## config.mk

```make
export PLATFORM = sky130hd
export DESIGN_NAME = rx_err_fifo
export DESIGN_NICKNAME = d
export VERILOG_FILES = /design/src/rtl/rx_err_fifo.sv
export SDC_FILE = /design/constraint.sdc
export NUM_CORES = 1
export LEC_CHECK = 0
export ABC_AREA = 1
export BUFFER_PORTS_ARGS = -buffer_cell sky130_fd_sc_hd__clkbuf_2
export CAP_MARGIN = 40
export CORE_MARGIN = 3
export CORE_UTILIZATION = 43
export DETAILED_ROUTE_END_ITERATION = 10
export SLEW_MARGIN = 0
export SYNTH_ARGS = -nofsm -noshare
export SYNTH_HDL_FRONTEND = slang
export SYNTH_SLANG_ARGS = --single-unit
```

## constraint.sdc

```tcl
create_clock -name clk -period 3.3 [get_ports clk]
set_clock_uncertainty 0.2 [all_clocks]
set_input_delay 0.165 -clock clk [delete_from_list [all_inputs] [get_ports clk]]
set_output_delay 0.165 -clock clk [all_outputs]
set_load 0.05 [all_outputs]
```

## src/rtl/rx_err_fifo.sv

```systemverilog
module rx_err_fifo #(
  parameter int DEPTH = 16,
  parameter int DW    = 8,
  parameter int FW    = 4
) (
  input  logic          clk,
  input  logic          rst_n,
  input  logic          push_i,
  input  logic [DW-1:0] push_data_i,
  input  logic [FW-1:0] push_flags_i,
  input  logic          pop_i,
  input  logic          clr_err_i,
  input  logic          rx_reset_i,
  input  logic          push_mode_cmd_i,
  output logic [DW-1:0] head_data_o,
  output logic [FW-1:0] head_flags_o,
  output logic [FW-1:0] err_status_o,
  output logic          empty_o,
  output logic          full_o
);
  localparam int AW = $clog2(DEPTH);
  localparam int EW = DW + FW;
  localparam int OVR_BIT = 0;
  localparam logic [FW-1:0] OVR_MASK = FW'(1) << OVR_BIT;
  localparam logic [AW:0] FULL_CNT = (AW+1)'(DEPTH);

  logic [EW-1:0] mem [DEPTH];
  logic [AW-1:0] rd_ptr, wr_ptr;
  logic [AW:0]   count;
  logic          push_mode;

  logic          pop_ok, push_ok, drop, arrive;
  logic [AW-1:0] next_rd, last_wr;
  logic [FW-1:0] arrive_flags, gained;

  assign empty_o = (count == '0);
  assign full_o  = (count == FULL_CNT);
  assign pop_ok  = pop_i && !empty_o;
  assign push_ok = push_i && (!full_o || pop_ok);
  assign drop    = push_i && !push_ok;
  assign next_rd = rd_ptr + 1'b1;
  assign last_wr = wr_ptr - 1'b1;

  assign head_data_o  = empty_o ? '0 : mem[rd_ptr][DW-1:0];
  assign head_flags_o = empty_o ? '0 : mem[rd_ptr][EW-1:DW];

  always_comb begin
    arrive       = 1'b0;
    arrive_flags = push_flags_i;
    if (empty_o) begin
      arrive = push_ok;
    end else if (pop_ok) begin
      if (count == (AW+1)'(1)) begin
        arrive = push_ok;
      end else begin
        arrive       = 1'b1;
        arrive_flags = mem[next_rd][EW-1:DW];
      end
    end
  end

  assign gained = push_mode
                ? ((push_ok ? push_flags_i : '0) | (drop ? OVR_MASK : '0))
                : (arrive ? arrive_flags : '0);

  always_ff @(posedge clk or negedge rst_n) begin
    if (!rst_n) begin
      rd_ptr       <= '0;
      wr_ptr       <= '0;
      count        <= '0;
      err_status_o <= '0;
      push_mode    <= 1'b0;
    end else if (rx_reset_i) begin
      rd_ptr       <= '0;
      wr_ptr       <= '0;
      count        <= '0;
      err_status_o <= '0;
      push_mode    <= 1'b0;
    end else begin
      if (pop_ok)  rd_ptr <= next_rd;
      if (push_ok) wr_ptr <= wr_ptr + 1'b1;
      count        <= count + (AW+1)'(push_ok) - (AW+1)'(pop_ok);
      err_status_o <= (clr_err_i ? '0 : err_status_o) | gained;
      if (push_mode_cmd_i) push_mode <= 1'b1;
    end
  end

  always_ff @(posedge clk) begin
    if (!rx_reset_i) begin
      if (push_ok)   mem[wr_ptr] <= {push_flags_i, push_data_i};
      else if (drop) mem[last_wr][DW+OVR_BIT] <= 1'b1;
    end
  end
endmodule

```

==> run metrics <==
clk slew on worst S/H paths=60 ps; drt drc=0; routed via count=6930; initial antenna violation count=0; nets=984; run status=completed; CP Data Required Time=3490 ps; asr flop ratio synth=8.57%; leading post-synthesis cells by cell area=edfxtp_1 60%, o21ai_0 5.7%, nor2_1 5.2%; Syn Std Cell Area=9530 µm²; Leakage=4.13 nW; Worst IR Drop VDD=0.326 mV; Top FF cell, synth=edfxtp_1; cts repair resizes=0; Post-Route WL=24700 µm; detail-routed via count per cell=5.55; Iter 0 DRT Violations=834; CTS Buffer Depth=3; Root Driver=clkbuf_16; Least-Margin Pin Slew=868 ps; first-pass GRT wire length=38400 µm; Tot Pwr=8.45 mW; Num CTS Buffers=23; crit end category=flip-flop; gr ovfl total=0; Fin Setup TNS=0 ps; FP Rows=53; max cap viols=0; Mapped Cells=880; dpl cells=1182; Yosys reg bits=210; Slew HR=42.0%; Setup WS pre-CTS=381 ps; number of synthesized flops with an enable pin=192; fin. max-slew vios=0; CTS tree=built; Final Cell Area=11300 µm²; unrepaired setup endpoints after global routing=no; Synth-to-Final Area Change=18.6%; Layout fillers=1861; post-route clock period utilization=96.5%; Avg Cell Area, Syn=10.8 µm²; area occupied by multi-input gates=2940 µm²; initial cell density of the core=44.5%; layout cells sized above 1=15.3%; setup ws final=115 ps; Routed Antenna Nets=0; final setup violation count=0; wire per inst=19.8 µm; clock period minus worst slack=3190 ps; chip width=155 µm; syn_nets=908; Final Hold Fails=0; Ys Warns=0; Crit Path Max Fanout=53; Worst setup SP type=flip-flop; Clk Latency, worst-skew pair=520 ps; hold_buf cts=23; post-synth cell types=33; GRT Total Usage=20.7%; data arrival time of the worst path=3380 ps; clock tree sinks=210; Initial DRT Pass Iterations=5; Core ar.=21400 µm²; GPL Wtd Cong=0.823; Power Density=748 nW/µm²; I/O Buffers=36; n_diodes=0; Fmax=0.314 GHz; Synth area leader=edfxtp_1; I/O Pins=37; Register Area=6220 µm²; vias in the first global route=6604; type of the most critical hold path=input pin to flip-flop; share of the synthesized area in the top cell type=60.5%; Post-DP Area=10300 µm²; Die H=155 µm; pin count of the biggest net entering global routing=127; htree depth=1; Post-CTS Setup Repair Bufs=0; post-DP HPWL=15700 µm; DIE AREA=24000 µm²; Crit Path Category=flip-flop to flip-flop; final non-filler cell total=1248; Seq/Total Area, Yosys=65.2%
## cells in the final DEF (no fill, tap or decap), types with 2 or more instances in the layout
master	n
buf_12	5
o22ai_1	16
o21ai_2	3
dlygate4sd3_1	23
o211ai_1	20
bufinv_16	2
clkbuf_16	24
inv_1	55
o221ai_1	31
clkbuf_2	35
clkinv_2	10
inv_2	4
ha_1	8
buf_4	39
edfxtp_1	192
nand3_1	76
nand2_1	102
dfrtp_1	17
nor3_2	15
o21ai_0	109
xor2_1	4
clkinvlp_4	2
clkbuf_1	3
a21oi_1	29
xnor2_1	2
nor2_1	131
## logic make-up (layout without fill, tap and decap cells)
logic type | after synthesis | in the layout | synth area share, %
buffers and inverters | 112 | 205 | 4.71
DFF | 210 | 210 | 65.2
and+or+nand+nor | 330 | 330 | 14.6
adders and majority gates | 9 | 9 | 1.26
AOI/OAI and AO/OA | 211 | 211 | 13.2
xor gates and xnor gates | 8 | 8 | 1.01
## stage by stage
| stage | hold slack (ps) | utilization, % |
|---|---|---|
| after floorplan | -331 | - |
| after global placement | -49.9 | 48.1 |
| after detailed placement | -43.3 | 48.1 |
| after CTS | 48.9 | 52.7 |
| after global routing | 80.0 | 52.8 |
| final | 59.9 | 52.8 |
## sequential cells by signal, summed over array words and instances (netlist names)
name,count
wr_ptr,4
count,5
err_status_o,4
mem,192
push_mode,1
rd_ptr,4
## cell usage after synthesis (2+ instances only)
| library cell | number |
|---|---|
| nand2_1 | 102 |
| edfxtp_1 | 192 |
| inv_1 | 55 |
| nor2_1 | 131 |
| ha_1 | 8 |
| o22ai_1 | 16 |
| xor2_1 | 4 |
| o21ai_2 | 3 |
| nor3_1 | 16 |
| nand3_1 | 76 |
| dfrtp_1 | 18 |
| buf_2 | 19 |
| o211ai_1 | 20 |
| a21oi_1 | 29 |
| o21ai_0 | 109 |
| o221ai_1 | 31 |
| xnor2_1 | 2 |
| inv_2 | 5 |
| clkbuf_1 | 30 |
## power by group
part	internal (mW)	switching [mW]	total (mW)	leakage, nW
logic	0.786	2.05	2.84	1.79
clock network	1.50	1.04	2.54	0.374
registers	3.01	0.0612	3.07	1.97
## metal layers
metal	global-route usage [%]	share of wire (%)	up-vias
met1	31.7	47	3317
met4	5.30	1.7	0
met5	0	0	-
li1	-	-	3313
met3	4.14	7.9	33
met2	30.3	43	267
## worst max-delay path: stages (launching register included)
cell           delay (ps)
dfrtp_1               420
buf_12                280
ha_1                  300
inv_1                 550
nand3_1               150
nand3_1               180
nand3_1               100
nand3_1               130
nand2_1                60
nand2_1                50
a21oi_1                60
dlygate4sd3_1         570
## path summary, 6_finish.rpt
check	startpoint	endpoint	slack, ps	depth (start not counted)
max	rd_ptr[1]$_DFFE_PN0P_	err_status_o[1]$_DFF_PN0_	110	11
min	push_flags_i[1]	mem[1][9]$_DFFE_PP_	60	4
max reg2reg	rd_ptr[1]$_DFFE_PN0P_	err_status_o[1]$_DFF_PN0_	110	11
min reg2reg	wr_ptr[1]$_DFFE_PN0P_	wr_ptr[1]$_DFFE_PN0P_	380	2
max in group asynchronous	rst_n	push_mode$_DFFE_PN0P_	2130	4
min in group asynchronous	rst_n	rd_ptr[0]$_DFFE_PN0P_	380	3
## final cells by class
cell class                 count  area share, %
tap                          275           3.04
inverter                      60           2.00
multi-input combinational    558           26.0
clock buffer                  27           5.41
timing repair buffer         103           7.20
clock inverter                15           1.27
sequential                   210           55.0
No activity file was read; power rests on OpenSTA's default activity.
